**src/rtl/tss_pkg.sv**
```systemverilog
package tss_pkg;
  localparam int SLOT_BITS = 8;
  localparam int LOC_SLOTS = 32;
  localparam int LSLOT_W   = $clog2(LOC_SLOTS);
  localparam int N_STREAMS = 4;
  localparam int STR_W     = $clog2(N_STREAMS);
  localparam int MAX_RATE  = 2;
  localparam int XSLOT_W   = LSLOT_W + MAX_RATE;
  localparam int BIT_W     = $clog2(SLOT_BITS);
  localparam int CNT_W     = XSLOT_W + BIT_W;
  localparam int N_DIRECT  = 4;
  localparam int DIDX_W    = $clog2(N_DIRECT);

  typedef logic [SLOT_BITS-1:0] byte_t;

  typedef struct packed {
    logic               en;
    logic [STR_W-1:0]   stream;
    logic [XSLOT_W-1:0] slot;
  } route_t;

  typedef struct packed {
    logic               en;
    logic [STR_W-1:0]   stream;
    logic [XSLOT_W-1:0] slot;
    byte_t              data;
  } direct_t;
endpackage

```
**src/rtl/tss_frame_timer.sv**
```systemverilog
module tss_frame_timer
  import tss_pkg::*;
(
  input  logic             clk,
  input  logic             rst_n,
  input  logic             bit_en,
  input  logic [1:0]       rate_sel,
  output logic [CNT_W-1:0] cnt,
  output logic [1:0]       rate_q,
  output logic             boundary,
  output logic             cap_strobe,
  output logic             frame_sync
);
  localparam int FRAME_BASE = LOC_SLOTS * SLOT_BITS;

  logic [CNT_W-1:0] cnt_q, cnt_d, last, mask;
  logic [1:0]       rate_d;
  logic             fs_d, fs_q;

  always_comb begin
    last       = CNT_W'((FRAME_BASE << rate_q) - 1);
    mask       = CNT_W'((1 << rate_q) - 1);
    boundary   = bit_en && (cnt_q == last);
    cap_strobe = bit_en && ((cnt_q & mask) == mask);
    cnt_d      = cnt_q;
    rate_d     = rate_q;
    if (bit_en) begin
      if (cnt_q == last) begin
        cnt_d  = '0;
        rate_d = (rate_sel > 2'(MAX_RATE)) ? 2'(MAX_RATE) : rate_sel;
      end else begin
        cnt_d = cnt_q + 1'b1;
      end
    end
    fs_d = boundary;
  end

  always_ff @(posedge clk or negedge rst_n) begin
    if (!rst_n) begin
      cnt_q  <= '0;
      rate_q <= '0;
      fs_q   <= 1'b0;
    end else begin
      cnt_q  <= cnt_d;
      rate_q <= rate_d;
      fs_q   <= fs_d;
    end
  end

  assign cnt        = cnt_q;
  assign frame_sync = fs_q;

  assert_sync_single_R2: assert property (@(posedge clk) disable iff (!rst_n)
    fs_q |=> !fs_q);
  assert_sync_at_slot0_R2: assert property (@(posedge clk) disable iff (!rst_n)
    fs_q |-> (cnt_q == '0));
  assert_rate_hold_R8: assert property (@(posedge clk) disable iff (!rst_n)
    !boundary |=> $stable(rate_q));
  assert_rate_legal_R8: assert property (@(posedge clk) disable iff (!rst_n)
    rate_q <= 2'(MAX_RATE));
  assert_stall_hold_R9: assert property (@(posedge clk) disable iff (!rst_n)
    !bit_en |=> $stable(cnt_q));
endmodule

```
**src/rtl/tss_local_capture.sv**
```systemverilog
module tss_local_capture
  import tss_pkg::*;
(
  input  logic                            clk,
  input  logic                            rst_n,
  input  logic                            cap_strobe,
  input  logic                            boundary,
  input  logic [CNT_W-1:0]                cnt,
  input  logic [1:0]                      rate_q,
  input  logic                            loc_si,
  output logic [LOC_SLOTS-1:0][SLOT_BITS-1:0] out_bytes
);
  logic [7:0]                          lbit;
  logic [LSLOT_W-1:0]                  lslot;
  logic [SLOT_BITS-2:0]                sh_q, sh_d;
  logic [LOC_SLOTS-1:0][SLOT_BITS-1:0] hold_q, hold_d, out_q, out_d;

  always_comb begin
    lbit   = 8'(cnt >> rate_q);
    lslot  = lbit[7:BIT_W];
    sh_d   = sh_q;
    hold_d = hold_q;
    if (cap_strobe) begin
      sh_d = {sh_q[SLOT_BITS-3:0], loc_si};
      if (lbit[BIT_W-1:0] == BIT_W'(SLOT_BITS - 1))
        hold_d[lslot] = {sh_q, loc_si};
    end
    out_d = boundary ? hold_d : out_q;
  end

  always_ff @(posedge clk or negedge rst_n) begin
    if (!rst_n) begin
      sh_q   <= '0;
      hold_q <= '0;
      out_q  <= '0;
    end else begin
      sh_q   <= sh_d;
      hold_q <= hold_d;
      out_q  <= out_d;
    end
  end

  assign out_bytes = out_q;

  assert_out_frozen_R3: assert property (@(posedge clk) disable iff (!rst_n)
    !boundary |=> $stable(out_q));
endmodule

```
**src/rtl/tss_route_table.sv**
```systemverilog
module tss_route_table
  import tss_pkg::*;
(
  input  logic                         clk,
  input  logic                         rst_n,
  input  logic                         boundary,
  input  logic                         rt_we,
  input  logic [LSLOT_W-1:0]           rt_idx,
  input  route_t                       rt_entry,
  input  logic                         dw_we,
  input  logic [DIDX_W-1:0]            dw_idx,
  input  direct_t                      dw_entry,
  output route_t  [LOC_SLOTS-1:0]      act_route,
  output direct_t [N_DIRECT-1:0]       act_dir
);
  route_t  [LOC_SLOTS-1:0] pr_q, pr_d, ar_q, ar_d;
  direct_t [N_DIRECT-1:0]  pd_q, pd_d, ad_q, ad_d;

  always_comb begin
    pr_d = pr_q;
    pd_d = pd_q;
    if (rt_we) pr_d[rt_idx] = rt_entry;
    if (dw_we) pd_d[dw_idx] = dw_entry;
    ar_d = boundary ? pr_q : ar_q;
    ad_d = boundary ? pd_q : ad_q;
  end

  always_ff @(posedge clk or negedge rst_n) begin
    if (!rst_n) begin
      pr_q <= '0;
      pd_q <= '0;
      ar_q <= '0;
      ad_q <= '0;
    end else begin
      pr_q <= pr_d;
      pd_q <= pd_d;
      ar_q <= ar_d;
      ad_q <= ad_d;
    end
  end

  assign act_route = ar_q;
  assign act_dir   = ad_q;

  assert_route_at_boundary_R6: assert property (@(posedge clk) disable iff (!rst_n)
    !boundary |=> $stable(ar_q));
  assert_direct_at_boundary_R7: assert property (@(posedge clk) disable iff (!rst_n)
    !boundary |=> $stable(ad_q));
endmodule

```
**src/rtl/tss_stream_gather.sv**
```systemverilog
module tss_stream_gather
  import tss_pkg::*;
#(
  parameter int STREAM_ID = 0
) (
  input  logic [CNT_W-1:0]                    cnt,
  input  logic [LOC_SLOTS-1:0][SLOT_BITS-1:0] out_bytes,
  input  route_t  [LOC_SLOTS-1:0]             act_route,
  input  direct_t [N_DIRECT-1:0]              act_dir,
  output logic                                sd,
  output logic                                drv
);
  logic [XSLOT_W-1:0] xslot;
  logic [BIT_W-1:0]   bsel;
  byte_t              pick;
  logic               hit;

  always_comb begin
    xslot = cnt[CNT_W-1:BIT_W];
    bsel  = cnt[BIT_W-1:0];
    hit   = 1'b0;
    pick  = '1;
    for (int i = 0; i < LOC_SLOTS; i++) begin
      if (act_route[i].en && act_route[i].stream == STR_W'(STREAM_ID) &&
          act_route[i].slot == xslot) begin
        hit  = 1'b1;
        pick = out_bytes[i];
      end
    end
    for (int j = 0; j < N_DIRECT; j++) begin
      if (act_dir[j].en && act_dir[j].stream == STR_W'(STREAM_ID) &&
          act_dir[j].slot == xslot) begin
        hit  = 1'b1;
        pick = act_dir[j].data;
      end
    end
    sd  = pick[BIT_W'(SLOT_BITS - 1) - bsel];
    drv = hit;
  end
endmodule

```
**src/rtl/tss_switch.sv**
```systemverilog
module tss_switch
  import tss_pkg::*;
(
  input  logic                 clk,
  input  logic                 rst_n,
  input  logic                 bit_en,
  input  logic [1:0]           rate_sel,
  input  logic                 loc_si,
  input  logic                 rt_we,
  input  logic [LSLOT_W-1:0]   rt_idx,
  input  logic                 rt_en,
  input  logic [STR_W-1:0]     rt_stream,
  input  logic [XSLOT_W-1:0]   rt_slot,
  input  logic                 dw_we,
  input  logic [DIDX_W-1:0]    dw_idx,
  input  logic                 dw_en,
  input  logic [STR_W-1:0]     dw_stream,
  input  logic [XSLOT_W-1:0]   dw_slot,
  input  logic [SLOT_BITS-1:0] dw_byte,
  output logic [N_STREAMS-1:0] exp_sd,
  output logic [N_STREAMS-1:0] exp_drv,
  output logic                 frame_sync
);
  logic [1:0] rst_sync_q;
  logic       rst_int_n;

  always_ff @(posedge clk or negedge rst_n) begin
    if (!rst_n) rst_sync_q <= '0;
    else        rst_sync_q <= {rst_sync_q[0], 1'b1};
  end
  assign rst_int_n = rst_sync_q[1];

  logic [CNT_W-1:0]                    cnt;
  logic [1:0]                          rate_q;
  logic                                boundary, cap_strobe;
  logic [LOC_SLOTS-1:0][SLOT_BITS-1:0] out_bytes;
  route_t  [LOC_SLOTS-1:0]             act_route;
  direct_t [N_DIRECT-1:0]              act_dir;
  route_t                              rt_entry;
  direct_t                             dw_entry;

  assign rt_entry = '{en: rt_en, stream: rt_stream, slot: rt_slot};
  assign dw_entry = '{en: dw_en, stream: dw_stream, slot: dw_slot, data: dw_byte};

  tss_frame_timer u_timer (
    .clk(clk), .rst_n(rst_int_n), .bit_en(bit_en), .rate_sel(rate_sel),
    .cnt(cnt), .rate_q(rate_q), .boundary(boundary),
    .cap_strobe(cap_strobe), .frame_sync(frame_sync)
  );

  tss_local_capture u_cap (
    .clk(clk), .rst_n(rst_int_n), .cap_strobe(cap_strobe), .boundary(boundary),
    .cnt(cnt), .rate_q(rate_q), .loc_si(loc_si), .out_bytes(out_bytes)
  );

  tss_route_table u_tab (
    .clk(clk), .rst_n(rst_int_n), .boundary(boundary),
    .rt_we(rt_we), .rt_idx(rt_idx), .rt_entry(rt_entry),
    .dw_we(dw_we), .dw_idx(dw_idx), .dw_entry(dw_entry),
    .act_route(act_route), .act_dir(act_dir)
  );

  for (genvar s = 0; s < N_STREAMS; s++) begin : g_stream
    tss_stream_gather #(.STREAM_ID(s)) u_gather (
      .cnt(cnt), .out_bytes(out_bytes), .act_route(act_route), .act_dir(act_dir),
      .sd(exp_sd[s]), .drv(exp_drv[s])
    );
  end

  assert_reset_quiet_R1: assert property (@(posedge clk)
    !rst_int_n |-> (exp_drv == '0 && !frame_sync));
endmodule

```
**config.mk**
```make
export PLATFORM = sky130hd
export DESIGN_NAME = tss_switch
export DESIGN_NICKNAME = d
export VERILOG_FILES = /design/src/rtl/tss_pkg.sv /design/src/rtl/tss_frame_timer.sv /design/src/rtl/tss_local_capture.sv /design/src/rtl/tss_route_table.sv /design/src/rtl/tss_stream_gather.sv /design/src/rtl/tss_switch.sv
export SDC_FILE = /design/constraint.sdc
export NUM_CORES = 2
export LEC_CHECK = 0
export BUFFER_PORTS_ARGS = -buffer_cell sky130_fd_sc_hd__buf_2
export CORE_MARGIN = 2
export CORE_UTILIZATION = 30
export CTS_BUF_LIST = sky130_fd_sc_hd__clkbuf_4 sky130_fd_sc_hd__clkbuf_8
export CTS_CLUSTER_SIZE = 20
export DETAILED_ROUTE_END_ITERATION = 10
export PLACE_DENSITY = 0.54
export SLEW_MARGIN = 0
export SYNTH_ARGS = -nofsm -noshare
export SYNTH_HDL_FRONTEND = slang
export SYNTH_SLANG_ARGS = --single-unit
```
**constraint.sdc**
```tcl
create_clock -name clk -period 52.9 [get_ports clk]
set_input_delay 0 -clock clk [delete_from_list [all_inputs] [get_ports clk]]
set_output_delay 0 -clock clk [all_outputs]
set_load 0.1 [all_outputs]
```
==> metrics.md <==
| Metric | Value |
|---|---|
| DRT antenna net count | `0` |
| CP startpoint kind | `flip-flop` |
| Maximum vdd drop | `21.9 µV` |
| Max Clock Skew | `0.0436 ns` |
| Die Ht | `480 µm` |
| Net Sw Power | `759 µW` |
| Crit path max-delay cell type | `a2111oi_0` |
| Period minus WS final | `7.65 ns` |
| Ys Warns | `0` |
| Ys flop type | `dfrtp_1` |
| CTS tree | `built` |
| Clk sink count | `1318` |
| Critical-path cell list | `buf_4 -> xor2_1 -> nor4_1 -> nor4b_4 -> nor3_1 -> a2111oi_0 -> o311ai_0 -> nand3_1 -> a21oi_1 -> nor4_1 -> o21ai_0 -> a31o_1 -> buf_2` |
| Starting Density | `0.302` |
| Final period utilization | `0.145` |
| Synthesized Nets | `6132` |
| Post-CTS setup buffers | `0` |
| Worst slew pin tran | `1.35 ns` |
| Vias in the first global route | `51702` |
| FP Rows | `174` |
| Final setup viols | `0` |
| Yosys cell types | `109` |
| PostCTS Resize Cnt | `0` |
| Setup TNS | `0 ns` |
| Total power | `2520 µW` |
| CP arrival | `7.65 ns` |
| Die width | `480 µm` |
| Critical path's largest stage delay | `1.08 ns` |
| Crit Path Category | `flip-flop to output pin` |
| Synthesized flop and latch total | `1318` |
| Later-pin clock latency in the skew report | `0.98 ns` |
| Area of the multi-input gates | `0.0331 mm²` |
| Area of placed instances | `0.0715 mm²` |
| Num CTS Buffers | `211` |
| Commonest cells post-synth | `dfrtp_1, mux2_2, nand2_1, nor2_1, clkbuf_1` |
| Max Clk Rate | `131 MHz` |
| Layout fillers | `22672` |
| Largest net degree at the start of global routing | `180` |
| Final net count | `6250` |
| Final instance area | `0.0771 mm²` |
| RSZ-0062 raised after global routing | `false` |
| Seq. cell area | `0.0330 mm²` |
| Gpl congestion | `1.03` |
| CP max FO | `26` |
| Status | `finished clean` |
| Total track usage | `0.246` |
| Post-synth top area share | `0.485` |
| Most common cell on crit path | `nor4_1` |
| Final global-route overflow total | `0` |
| Seq pwr share | `0.455` |
| H-tree levels | `4` |
| Post-Syn Area | `0.0680 mm²` |
| Sw Share | `0.302` |
| Total number of vias | `53503` |
| Cell total after placement | `8909` |
| Die Area | `0.231 mm²` |
| Crit path required time | `52.90 ns` |
| Clock power share | `0.388` |
| Buffer depth of the longest clock path | `3` |
| Total Wirelength | `289 mm` |
| Syn_area_per_cell | `11.2 µm²` |
| IO Pins | `52` |
| Number of slew-limit violations in the final report | `0` |
| Iter 0 DRT Violations | `5860` |
| DP Wirelength | `220 mm` |
| Clock transition at path regs | `0.06 ns` |
| Max-cap violation count | `0` |
| Synthesis-to-finish area growth | `13.4%` |
| Final hold slack | `0.133 ns` |
| Most common cell in the netlist | `dfrtp_1` |
| Biggest area consumer among synthesized cells | `dfrtp_1` |
| Register area share after synthesis | `0.485` |
| Async SR Flop Fraction | `1.00` |
| PortBufs | `51` |
| Pleak | `0.0348 µW` |
| Slew headroom | `0.0840` |
| Fin. Hold Viols | `0` |
| P_int | `1760 µW` |
| CTS root buf | `clkbuf_8` |
| Post-Layout Cell Count | `9388` |
| First-pass GRT wire length | `405 mm` |
| Fraction of layout instances using a drive strength above 1 | `0.296` |
| Wirelength per Cell | `30.8 µm` |
| Antenna violations before repair | `14` |
| PD cells | `32.6 mW/mm²` |
| DRT Pass-1 Iters | `6` |
| Residual DRC | `0` |
| Core Footprint | `0.225 mm²` |
| Synth Instances | `6088` |
| Gate power share | `0.157` |
| Hold Path Class | `input port to flip-flop` |
| Avg Vias per Cell | `5.70` |
| Synth top area cells | `dfrtp_1, mux2_2, xnor2_1` |
| Number of synthesized flops with an enable pin | `0` |
| CP Capture Type | `output pin` |
==> state kept, by name, indices dropped and copies added (netlist names) <==
| register | flops |
|---|---|
| u_tab.act_dir | 72 |
| u_cap.hold_q | 256 |
| u_tab.act_route | 320 |
| u_tab.pr_q | 320 |
| u_cap.sh_q | 7 |
| u_timer.cnt | 10 |
| u_timer.rate_q | 2 |
| u_tab.pd_q | 72 |
| rst_sync_q | 2 |
| u_cap.out_bytes | 256 |
| u_timer.frame_sync | 1 |
==> power groups by stage <==
stage	clock network (µW)	registers (µW)	logic [µW]
after global placement	0	1160	377
after global routing	1050	1150	416
final	978	1150	395
after floorplan	0	1130	271
after detailed placement	0	1160	384
after CTS	1010	1150	390
==> per-stage QoR <==
stage               worst slack, ns   util
global route                  45.15  0.343
finish                        45.25  0.343
CTS                           45.21  0.343
detailed placement            45.90  0.318
floorplan                     13.44      -
global placement              45.85  0.318
==> final timing paths <==
| path | from | to | cells past startpoint | slack, ns |
|---|---|---|---|---|
| max in group asynchronous | rst_sync_q[1]$_DFF_PN0_ | u_cap.out_bytes[18]$_DFFE_PN0P_ | 3 | 49.19 |
| min in group asynchronous | rst_sync_q[1]$_DFF_PN0_ | u_tab.pr_q[162]$_DFFE_PN0P_ | 0 | 0.40 |
| setup reg to reg | u_timer.cnt[8]$_DFFE_PN0P_ | u_cap.out_bytes[65]$_DFFE_PN0P_ | 10 | 45.89 |
| hold reg to reg | rst_sync_q[0]$_DFF_PN0_ | rst_sync_q[1]$_DFF_PN0_ | 0 | 0.35 |
| hold / removal | bit_en | u_timer.cnt[6]$_DFFE_PN0P_ | 4 | 0.13 |
| setup / recovery | u_timer.cnt[6]$_DFFE_PN0P_ | exp_sd[0] | 13 | 45.25 |
==> critical path, delay by kind of cell (launching register included) <==
family / cells / cell delay (ns)
flip-flops: 1 / 0.77
AO/OA/AOI/OAI: 5 / 2.45
XOR/XNOR: 1 / 0.17
AND/OR/NAND/NOR: 5 / 2.31
buffers and inverters: 2 / 0.89
==> area by class of cell <==
cell class | instances | area share
diodes | 11 | 0.000357
clock buffers | 345 | 0.0549
clock inverters | 47 | 0.00740
inverters | 114 | 0.00555
multi-input cells | 4310 | 0.429
flip-flops and latches | 1318 | 0.428
well taps | 2992 | 0.0485
repair buffers | 251 | 0.0257
==> cells in the final DEF, fill, tap and decap left out, types with 59 or more instances in the layout <==
cell and count:
dlygate4sd3_1 76, a21oi_1 127, nor4_1 82, xor2_1 59, inv_1 111, a221oi_1 81
xnor2_1 208, nor3_1 99, nor2_1 324, mux2_2 1210, dfrtp_1 1303, nand2_1 480
o221ai_1 78, clkbuf_4 82, nand3_1 165, nand4_1 116, o21ai_0 214, buf_4 121
o211ai_1 78, clkbuf_8 263, a211oi_1 62
==> timing repair <==
item	in CTS	in global routing
setup endpoints to repair	0	0
endpoints found under the hold margin	500	0
hold buffers	76	0
==> cells by family (layout without fill, tap and decap cells) <==
logic type | after synthesis | after routing | synth area share
XOR/XNOR | 268 | 268 | 0.0348
buffers and inverters | 460 | 757 | 0.0295
AO/OA/AOI/OAI | 1043 | 1043 | 0.111
other | 1 | 12 | 0.0000551
multiplexers | 1217 | 1217 | 0.202
flip-flops | 1318 | 1318 | 0.485
adder cells (fa/ha/maj) | 1 | 1 | 0.000184
AND/OR/NAND/NOR | 1780 | 1780 | 0.138
==> metal layers <==
layer  track usage  part of all wire  routed length, µm
met5             0          0.000045                 13
met4        0.0862             0.035              10100
met3        0.0518             0.077              22300
met2         0.332              0.40             115000
met1         0.379              0.49             142000
Power figures use the tool's default switching activity.
